[src/rtl/tpose_pkg.sv]
package tpose_pkg;
  typedef enum logic [1:0] {
    OP_HOLD  = 2'd0,
    OP_LEFT  = 2'd1,
    OP_BELOW = 2'd2
  } cell_op_e;

  typedef enum logic {
    PH_FILL  = 1'b0,
    PH_DRAIN = 1'b1
  } phase_e;
endpackage

[src/rtl/tpose_cell.sv]
module tpose_cell
  import tpose_pkg::*;
#(
  parameter int W = 8
) (
  input  logic         clk,
  input  logic         rst,
  input  cell_op_e     op,
  input  logic [W-1:0] left_i,
  input  logic [W-1:0] below_i,
  output logic [W-1:0] q_o
);
  always_ff @(posedge clk) begin
    if (rst) begin
      q_o <= '0;
    end else begin
      unique case (op)
        OP_LEFT:  q_o <= left_i;
        OP_BELOW: q_o <= below_i;
        default:  q_o <= q_o;
      endcase
    end
  end
endmodule

[src/rtl/tpose_ctrl.sv]
module tpose_ctrl
  import tpose_pkg::*;
#(
  parameter int DIM = 4
) (
  input  logic     clk,
  input  logic     rst,
  input  logic     in_valid,
  input  logic     in_bypass,
  input  logic     out_ready,
  output logic     in_ready,
  output logic     out_valid,
  output logic     feed_zero,
  output cell_op_e op
);
  localparam int CW = (DIM > 1) ? $clog2(DIM) : 1;
  localparam logic [CW-1:0] LAST = CW'(DIM - 1);

  phase_e        phase_q;
  logic [CW-1:0] cnt_q;
  logic          byp_q;
  logic          take_row;
  logic          give_col;
  logic          mode_now;

  assign in_ready  = (phase_q == PH_FILL);
  assign out_valid = (phase_q == PH_DRAIN);
  assign feed_zero = (phase_q == PH_DRAIN);
  assign take_row  = in_ready && in_valid;
  assign give_col  = out_valid && out_ready;
  // the first row of a tile picks the mode; later rows reuse the stored one
  assign mode_now  = (cnt_q == '0) ? in_bypass : byp_q;

  always_comb begin
    op = OP_HOLD;
    if (take_row)      op = mode_now ? OP_BELOW : OP_LEFT;
    else if (give_col) op = OP_BELOW;
  end

  always_ff @(posedge clk) begin
    if (rst) begin
      phase_q <= PH_FILL;
      cnt_q   <= '0;
      byp_q   <= 1'b0;
    end else if (take_row) begin
      if (cnt_q == '0) byp_q <= in_bypass;
      if (cnt_q == LAST) begin
        cnt_q   <= '0;
        phase_q <= PH_DRAIN;
      end else begin
        cnt_q <= cnt_q + 1'b1;
      end
    end else if (give_col) begin
      if (cnt_q == LAST) begin
        cnt_q   <= '0;
        phase_q <= PH_FILL;
      end else begin
        cnt_q <= cnt_q + 1'b1;
      end
    end
  end
endmodule

[src/rtl/sq_transposer.sv]
module sq_transposer
  import tpose_pkg::*;
#(
  parameter int DIM = 4,
  parameter int W   = 8
) (
  input  logic             clk,
  input  logic             rst,
  input  logic             in_valid,
  output logic             in_ready,
  input  logic             in_bypass,
  input  logic [DIM*W-1:0] in_row,
  output logic             out_valid,
  input  logic             out_ready,
  output logic [DIM*W-1:0] out_col
);
  cell_op_e     op;
  logic         feed_zero;
  logic [W-1:0] grid [DIM][DIM];

  tpose_ctrl #(.DIM(DIM)) u_ctrl (
    .clk       (clk),
    .rst       (rst),
    .in_valid  (in_valid),
    .in_bypass (in_bypass),
    .out_ready (out_ready),
    .in_ready  (in_ready),
    .out_valid (out_valid),
    .feed_zero (feed_zero),
    .op        (op)
  );

  for (genvar r = 0; r < DIM; r++) begin : g_row
    for (genvar c = 0; c < DIM; c++) begin : g_col
      logic [W-1:0] left_d;
      logic [W-1:0] below_d;

      if (c == 0) begin : g_edge_l
        assign left_d = in_row[r*W +: W];
      end else begin : g_inner_l
        assign left_d = grid[r][c-1];
      end

      if (r == DIM - 1) begin : g_edge_b
        // pass-through rows enter reversed so the output tap is shared
        assign below_d = feed_zero ? '0 : in_row[(DIM-1-c)*W +: W];
      end else begin : g_inner_b
        assign below_d = grid[r+1][c];
      end

      tpose_cell #(.W(W)) u_cell (
        .clk     (clk),
        .rst     (rst),
        .op      (op),
        .left_i  (left_d),
        .below_i (below_d),
        .q_o     (grid[r][c])
      );
    end
  end

  for (genvar k = 0; k < DIM; k++) begin : g_out
    assign out_col[k*W +: W] = grid[0][DIM-1-k];
  end
endmodule

[config.mk]
export PLATFORM = sky130hd
export DESIGN_NAME = sq_transposer
export DESIGN_NICKNAME = d
export VERILOG_FILES = /design/src/rtl/tpose_pkg.sv /design/src/rtl/tpose_cell.sv /design/src/rtl/tpose_ctrl.sv /design/src/rtl/sq_transposer.sv
export SDC_FILE = /design/constraint.sdc
export NUM_CORES = 1
export LEC_CHECK = 0
export BUFFER_PORTS_ARGS = -buffer_cell sky130_fd_sc_hd__buf_2
export CAP_MARGIN = 30
export CELL_PAD_IN_SITES_DETAIL_PLACEMENT = 0
export CELL_PAD_IN_SITES_GLOBAL_PLACEMENT = 1
export CORE_ASPECT_RATIO = 0.5
export CORE_MARGIN = 4
export CORE_UTILIZATION = 46
export CTS_CLUSTER_DIAMETER = 60
export DETAILED_ROUTE_END_ITERATION = 12
export GPL_TIMING_DRIVEN = 0
export PLACE_DENSITY = 0.86
export SYNTH_ARGS = -nofsm -noshare
export SYNTH_HDL_FRONTEND = slang
export SYNTH_HIERARCHICAL = 1
export SYNTH_SLANG_ARGS = --single-unit
[constraint.sdc]
create_clock -name clk -period 3.1 [get_ports clk]
set_input_delay 0.155 -clock clk [delete_from_list [all_inputs] [get_ports clk]]
set_output_delay 0.155 -clock clk [all_outputs]
set_load 0.01 [all_outputs]
Yosys cells after proc, flatten, opt, wreduce, memory -nomap -nowiden
Index checks and enable logic that the tools add are counted.
- bits in registers: 132
- input port bits: 37
- output and inout bits: 34
- word-level logic and storage cells: 63
- add/sub/neg operators: 1
- eq/ne operators: 5
- mux-type cells: 31
- bitwise gates (word level): 1
- reductions and logical operators: 6
- operators with widths (cell ; number):
    one-hot mux 8 bit (2 select lines) ; 16
    2-to-1 mux 8 bit ; 4
    2-to-1 mux 2 bit ; 6
    2-to-1 mux 1 bit ; 5
    == test 2 bit (second input constant) ; 2
    != test 2 bit (second input constant) ; 2
    nonzero test 2 bit ; 2
    AND reduction 3 bit ; 1
    adder 2 x 1 -> 2 bit (second input constant) ; 1
    == test 2 x 1 -> 1 bit (second input constant) ; 1
    logical AND 1 bit ; 2
    zero test 2 bit ; 1
    NOT 1 bit ; 1

Longest topological paths before layout
Gate-level depths: netlist (run 1).
- depth in word-level cells: 6
- mapped depth: 9
- depth with buffers taken out: 8

Modules after synthesis
Netlist (run 1), hierarchy kept.
- by module, submodules not included (module ; times used ; cells an instance ; area each (um2) ; seq. area each (um2)):
    tpose_cell ; 16 ; 37 ; 385.4 ; 160.2
    tpose_ctrl ; 1 ; 28 ; 254.0 ; 80.1
    sq_transposer ; 1 ; 35 ; 222.7 ; 0.0

Worst setup path after synthesis (run 1)
Ideal clock, no wire load.
- path type: flip-flop to flip-flop
- start: reg u_ctrl.cnt_q[0]
- end: reg g_row[0].g_col[0].u_cell.q_o[0]
- library setup time: 0.086 ns
- arrival: 2.137 ns
- required time: 3.014 ns
- setup slack: 0.878 ns
- cell stages (with the launch flop): 8
- buffers on the path: 0
- period minus slack after synthesis: 2.222 ns
- cell sequence: dfxtp_1 inv_1 ha_1 mux2i_1 o21ai_1 ha_1 nor2b_1 a211oi_1
- word-level cells in the longest chain between the ends: 6
- elaborated cells between the ends (all ways): 8
- classes of those cells: 2 x eq/ne; 4 x mux; 2 x reduce/logical
- RTL lines (what ; RTL line ; text):
    from (decl) ; tpose_ctrl.sv:20 ; logic [CW-1:0] cnt_q;
    from (signal assigned) ; tpose_ctrl.sv:51 ; cnt_q <= cnt_q + 1'b1;
    from (signal assigned) ; tpose_ctrl.sv:58 ; cnt_q <= cnt_q + 1'b1;
    zero test 2 bit * ; tpose_ctrl.sv:32 ; assign mode_now = (cnt_q == '0) ? in_bypass : byp_q;
    2-to-1 mux 1 bit * ; tpose_ctrl.sv:32 ;
    2-to-1 mux 2 bit * (2 in a row) ; tpose_ctrl.sv:36 ; if (take_row) op = mode_now ? OP_BELOW : OP_LEFT;
    named net op[1] ; sq_transposer.sv:17 ; cell_op_e op;
    == test 2 bit / == test 2 x 1 -> 1 bit (equally long branches) ; tpose_cell.sv:17 ; unique case (op)
    one-hot mux 8 bit (2 select lines) / nonzero test 2 bit (equally long branches) ; - ;
    to (signal assigned) ; tpose_cell.sv:18 ; OP_LEFT: q_o <= left_i;
    to (signal assigned) ; tpose_cell.sv:19 ; OP_BELOW: q_o <= below_i;
    to (signal assigned) ; tpose_cell.sv:20 ; default: q_o <= q_o;
    to (decl) ; tpose_cell.sv:11 ; output logic [W-1:0] q_o
Mark *: on every way through the listed nets, which the timed path passes. The rest lies on a longest branch.
A chain may end at the register's enable or synchronous reset.

Worst setup path after layout (run 1)
- start: reg u_ctrl.cnt_q[0]
- end: reg g_row[1].g_col[2].u_cell.q_o[0]
- word-level cells in the longest chain between the ends: 6
- elaborated cells between the ends (all ways): 8
- classes of those cells: 2 x eq/ne; 4 x mux; 2 x reduce/logical
- RTL lines (what ; RTL line):
    zero test 2 bit * ; tpose_ctrl.sv:32
    2-to-1 mux 1 bit * ; tpose_ctrl.sv:32
    2-to-1 mux 2 bit * (2 in a row) ; tpose_ctrl.sv:36
    named net op[0] ; sq_transposer.sv:17
    == test 2 bit / == test 2 x 1 -> 1 bit (equally long branches) ; tpose_cell.sv:17
    one-hot mux 8 bit (2 select lines) / nonzero test 2 bit (equally long branches) ; -
    to (signal assigned) ; tpose_cell.sv:18
    to (signal assigned) ; tpose_cell.sv:19
    to (signal assigned) ; tpose_cell.sv:20
    to (decl) ; tpose_cell.sv:11
Marks and branches as above.

==> results.toml, run 1 <==
[floorplan]
die_area_sq_um = 16500
ios = 71
start_util_pct = 48.0
fp.dieH_um = 93.0
rows = 30
core-area_sq_um = 13900
die_width_um = 178

[global_route]
grt_max_degree = 24
antenna_found_initial = 1
track_usage_pct = 19.9
overflow = 0
grt_pass1_wl_um = 26000
grt_pass1_vias = 4833

[worst_setup_path]
critPathCaptureType = "flip-flop"
crit_path_start_kind = "flip-flop"
cp.required_ns = 3.41
crit_arrival_ns = 3.09
crit_type = "reg2reg"
crit_fanout = 16
rrSetupSlack_ns = 0.32

[synthesis]
synth_top_area_cell = "dfxtp_1"
yosys_most_used_dff = "dfxtp_1"
synthTopCellsByArea = "dfxtp_1 (40%), mux2i_1 (20%), nor2b_1 (15%)"
avgSynthCellArea_sq_um = 10.1
ys_types = 19
yosys.area.top_type_share_pct = 39.8
ys_warn_count = 6
syn_area_sq_um = 6640
ys_seq_elements = 132
yosysMostFrequentCell = "nor2b_1"
synth_seq_area_share_pct = 39.8
synthTopCellsByCount = "nor2b_1 (161), dfxtp_1 (132), mux2i_1 (132)"
synth_edf_count = 0
synth_nets = 710
synthCells = 655
synthArstFlopShare_pct = 0

[timing]
fin_ws_ns = 0.325
maxSlewViolCount = 0
finalCritPeriodShare_pct = 89.5
max_freq_ghz = 0.360
fin_crit_ns = 2.78
relSlewSlack_pct = 36.8
setup_viol = 0
setup_tns_ns = 0
finClkSkew_ns = 0.00765
final_hold_viol_count = 0
tightest_slew_ns = 0.948
rsz0062_at_grt = "false"

[placement]
place_ws_ns = 0.374
portBuffers = 70
place_congestion = 0.793
hpwl_um = 11800

[cts]
clock_latency_ns = 0.41
cts_tree = "built"
cts-root-buf = "clkbuf_16"
cts_made_buffers = 17
clk_pin_slew_ns = 0.06
clock_sinks = 132
post-cts-setup-buffer-count = 0
cts.path.max_buffers = 2
h-tree-depth = 4

[layout]
area_growth_pct = 19.1
nNetsFinal = 801
final_layout_size_suffix_gt1_share_pct = 18.3
num_antenna_cells = 0

[detailed_routing]
routedWlPerCell_um = 16.7
firstDrtPassIters = 5
drt_iter0_drc = 233
ant_nets = 0
viasPerCell = 5.17
drc_errors = 0
vias = 4907
routed_wl_um = 15900

[hold_path]
hold_path_class = "in2reg"

[power_and_ir_drop]
p_per_area_nw_per_um2 = 743
ir_drop_v = 0.000389
leakage_nw = 3.01

[flow_run]
cap_violations = 0

[run_status]
status = "complete, no violations"
[final timing paths]
| path | end | cells past startpoint | startpoint |
|---|---|---|---|
| max reg2reg | g_row[1].g_col[2].u_cell/q_o[0]$_SDFFE_PP0P_ | 8 | u_ctrl/cnt_q[0]$_SDFFE_PP0P_ |
| min reg2reg | u_ctrl/byp_q$_SDFFE_PP0P_ | 2 | u_ctrl/byp_q$_SDFFE_PP0P_ |
| max | g_row[1].g_col[2].u_cell/q_o[0]$_SDFFE_PP0P_ | 8 | u_ctrl/cnt_q[0]$_SDFFE_PP0P_ |
| min | u_ctrl/byp_q$_SDFFE_PP0P_ | 3 | in_bypass |
[logic make-up after synthesis]
logic type,Yosys count,synth area share (%)
fa+ha+maj,18,3.39
flops,132,39.8
buf+inv,71,6.05
mux,133,20.1
compound gates,131,14.7
simple gates,170,16.0
[worst max-delay path, cell delays in order (launching register included)]
cell	delay (ns)
dfxtp_1	0.36
inv_1	0.06
ha_1	0.23
mux2i_1	0.22
and3_1	0.82
inv_1	0.11
ha_1	0.44
nor2b_1	0.18
a211oi_1	0.25
[sequential cells by signal, summed over array words and instances, names as in the netlist]
name                    count
g_row.g_col.u_cell/q_o    128
u_ctrl/cnt_q                2
u_ctrl/byp_q                1
u_ctrl/feed_zero            1
[routing by layer]
layer | track usage, % | vias to the layer above | wire length (um)
met5 | 0 | - | 7
met4 | 5.47 | 2 | 154
met3 | 4.48 | 12 | 730
met2 | 31.6 | 86 | 7100
met1 | 27.4 | 2273 | 7900
li1 | - | 2534 | -
[power breakdown]
part           leakage, nW  switching, mW  internal [mW]
Combinational         1.60          0.727          0.657
Clock                0.311          0.789           1.44
Sequential            1.09          0.264           2.01
[cells in the final DEF (no fill, tap or decap), types with 2 or more instances in the layout]
master / n
bufinv_16: 5
dfxtp_1: 132
a211oi_1: 128
inv_6: 4
buf_2: 70
nand2b_1: 5
buf_4: 4
inv_1: 19
mux2i_1: 132
clkinvlp_4: 2
inv_2: 16
buf_1: 16
nor2b_1: 161
clkbuf_16: 17
ha_1: 18
clkinv_4: 3
buf_6: 16
[area by class of cell]
cell class              instances  area [sq um]
inverters                      35           131
clock buffers                  17           425
multi-input cells             452          3600
fillers                      1216          5940
flip-flops and latches        132          2640
plain buffers                  36           270
clock inverters                14           226
well taps                     192           240
repair buffers                 72           375
[metrics by stage]
step,cells,power (mW),hold WS (ns),utilization (%),area [sq um]
after CTS,950,5.91,0.00157,57.1,7910
after floorplan,655,3.24,0.233,-,6640
after global placement,917,3.63,0.388,52.2,7230
final,950,5.88,0.0122,57.1,7910
after global routing,950,6.19,0.0270,57.1,7910
after detailed placement,918,3.67,0.401,52.4,7250
[what timing repair did]
item / 4_1_cts / 5_1_grt
endpoints found under the hold margin: 1 / 0
resized for setup: 0 / 0
hold buffers: 1 / 0
(Power assumes the default switching activity.)
==> run 2: changes to the inputs <==
--- a/config.mk
+++ b/config.mk
@@ -5,17 +5,18 @@
 export SDC_FILE = /design/constraint.sdc
 export NUM_CORES = 1
 export LEC_CHECK = 0
+export ABC_AREA = 1
 export BUFFER_PORTS_ARGS = -buffer_cell sky130_fd_sc_hd__buf_2
 export CAP_MARGIN = 30
 export CELL_PAD_IN_SITES_DETAIL_PLACEMENT = 0
 export CELL_PAD_IN_SITES_GLOBAL_PLACEMENT = 1
 export CORE_ASPECT_RATIO = 0.5
 export CORE_MARGIN = 4
-export CORE_UTILIZATION = 46
+export CORE_UTILIZATION = 42
 export CTS_CLUSTER_DIAMETER = 60
 export DETAILED_ROUTE_END_ITERATION = 12
 export GPL_TIMING_DRIVEN = 0
-export PLACE_DENSITY = 0.86
+export PLACE_DENSITY = 0.87
 export SYNTH_ARGS = -nofsm -noshare
 export SYNTH_HDL_FRONTEND = slang
 export SYNTH_HIERARCHICAL = 1
==> results.toml, run 2 <==
[power_and_ir_drop]
p_total_mw = 5.79
netSwitchingPower_mw = 2.03
ir_drop_v = 0.000435
clockPowerShare_pct = 34.4
p_int_mw = 3.75
swShare_pct = 35.2
leakage_nw = 4.57
power_frac_seq_pct = 38.6
p_per_area_nw_per_um2 = 663
pwr-share-comb_pct = 27.0

[synthesis]
ys_types = 15
synthCells = 1242
synthArstFlopShare_pct = 0
synth_nets = 1297
yosysMostFrequentCell = "nor2_1"
yosys_most_used_dff = "dfxtp_1"
avgSynthCellArea_sq_um = 6.02
synthTopCellsByArea = "dfxtp_1 (35%), nor2_1 (21%), nand2_1 (13%)"
yosys.area.top_type_share_pct = 35.3
synthTopCellsByCount = "nor2_1 (421), nand2_1 (268), inv_1 (214)"
ys_seq_elements = 132
synth_seq_area_share_pct = 35.3
ys_warn_count = 6
synth_top_area_cell = "dfxtp_1"
synth_edf_count = 0
syn_area_sq_um = 7480

[timing]
rsz0062_at_grt = "false"
fin_ws_ns = 0.641
finalCritPeriodShare_pct = 79.3
relSlewSlack_pct = 62.8
final_hold_viol_count = 0
setup_viol = 0
setup_tns_ns = 0
finClkSkew_ns = 0.0104
max_freq_ghz = 0.407
tightest_slew_ns = 0.558
holdWs_ns = 0.0444
fin_crit_ns = 2.46
maxSlewViolCount = 0

[floorplan]
core-area_sq_um = 17400
fp.dieH_um = 102
rows = 34
die_area_sq_um = 20100
start_util_pct = 43.0
ios = 71
die_width_um = 197

[global_route]
grt_pass1_vias = 6553
antenna_found_initial = 0
track_usage_pct = 18.8
grt_max_degree = 19
overflow = 0
grt_pass1_wl_um = 30400

[layout]
utilization_pct = 50.2
fillCellCount = 1868
top_regs = "g_row.g_col.u_cell/q_o x128, u_ctrl/cnt_q x2"
num_antenna_cells = 0
final_layout_size_suffix_gt1_share_pct = 12.0
regMostFlops = "g_row.g_col.u_cell/q_o"
largest_reg_flops = 128
layout_commonest_cell = "nor2_1"
layout_common_cells = "nor2_1 (421), nand2_1 (268), inv_1 (214), dfxtp_1 (132), o21ai_0 (128)"
nNetsFinal = 1388
area_growth_pct = 16.8

[cts]
cts_made_buffers = 17
cts_tree = "built"
clock_latency_ns = 0.42
postCtsResizedCells = 0
cts-root-buf = "clkbuf_16"
cts.path.max_buffers = 2
clk_pin_slew_ns = 0.07
post-cts-setup-buffer-count = 0
ctsHoldBuffers = 0
h-tree-depth = 4
clock_sinks = 132

[detailed_routing]
drt_iter0_drc = 294
routedWlPerCell_um = 11.8
firstDrtPassIters = 5
drc_errors = 0
ant_nets = 0
viasPerCell = 4.46
vias = 7048
routed_wl_um = 18600

[worst_setup_path]
crit_path_max_incr_delay_ns = 0.41
critical_path_buf_inv_count = 5
startpoint = "u_ctrl/cnt_q[0]$_SDFFE_PP0P_"
cp.required_ns = 3.42
crit_path_start_kind = "flip-flop"
cp_num_cells = 13
endpoint = "g_row[0].g_col[0].u_cell/q_o[2]$_SDFFE_PP0P_"
critPathTopFamily = "simple AND/OR/NAND/NOR gates"
critPathCaptureType = "flip-flop"
crit_arrival_ns = 2.77
r2r-end = "g_row[0].g_col[0].u_cell/q_o[2]$_SDFFE_PP0P_"
crit_slowest_cell = "nor2_2"
r2r_start = "u_ctrl/cnt_q[0]$_SDFFE_PP0P_"
crit_chain = "inv_1, ha_1, nand2_1, nand2_1, nor2_2, buf_8, inv_1, ha_1, inv_1, buf_4, nand2_1, nor2_1, nor2_1"
rrSetupSlack_ns = 0.64
crit_type = "reg2reg"
reg2reg_depth = 13
crit_fanout = 10

[hold_path]
whs_path_depth = 4
hold_path_class = "in2reg"

[placement]
hpwl_um = 14100
place_congestion = 0.849
place_ws_ns = 0.366
portBuffers = 70

[flow_run]
cap_violations = 0

[run_status]
status = "complete, no violations"
run 2: changes by cell type after synthesis, moves of 132 or more:
cell | before | now
mux2i_1 | 132 | 0
nand2_1 | 1 | 268
inv_1 | 19 | 214
nor2b_1 | 161 | 0
nor2_1 | 0 | 421
run 2: cell type report:
class	count	area, sq um	share of cell area [%]
Multi-Input combinational cell	843	3500	40.1
Sequential cell	132	2640	30.3
Inverter	215	807	9.24
Buffer	52	522	5.98
Clock buffer	17	425	4.87
Timing Repair Buffer	72	380	4.36
Tap cell	234	293	3.35
Clock inverter	15	156	1.79
run 2: worst min path at each step:
stage,slack (ns),start,end
2_1_floorplan,0.22,rst,u_ctrl/feed_zero$_SDFFE_PP0P_
3_3_place_gp,0.46,out_ready,u_ctrl/feed_zero$_SDFFE_PP0P_
3_5_place_dp,0.47,out_ready,u_ctrl/feed_zero$_SDFFE_PP0P_
4_1_cts,0.03,out_ready,u_ctrl/feed_zero$_SDFFE_PP0P_
5_1_grt,0.06,out_ready,u_ctrl/feed_zero$_SDFFE_PP0P_
6_report,0.04,out_ready,u_ctrl/feed_zero$_SDFFE_PP0P_
run 2: power groups by stage:
stage               registers [mW]  clock network, mW  logic, mW
floorplan                     2.22                  0       1.13
global placement              2.26                  0       1.53
detailed placement            2.27                  0       1.56
CTS                           2.23               2.03       1.57
global route                  2.27               2.09       1.81
finish                        2.23               1.99       1.56
run 2: worst min-delay path, stage by stage:
cell	delay (ns)
buf_2	0.09
nand2_1	0.05
nand2_1	0.07
a21oi_2	0.05
run 2: kinds of logic after synthesis:
family	Yosys count	share of synthesized area [%]
and+or+nand+nor	694	35.0
DFF	132	35.3
buffers and inverters	267	17.8
AOI/OAI and AO/OA	131	8.82
adders and majority gates	18	3.01
run 2: through the flow:
step	cell area, sq um	instances
after floorplan	7480	1242
after global placement	8120	1546
after detailed placement	8130	1547
after CTS	8720	1579
after global routing	8730	1580
final	8730	1580
run 2: per-layer routing:
layer | part of all wire (%) | GRT usage (%) | up-vias
li1 | - | - | 3833
met1 | 50 | 24.0 | 3114
met2 | 45 | 32.3 | 81
met3 | 2.7 | 3.36 | 20
met4 | 1.8 | 7.19 | 0
met5 | 0 | 0 | -
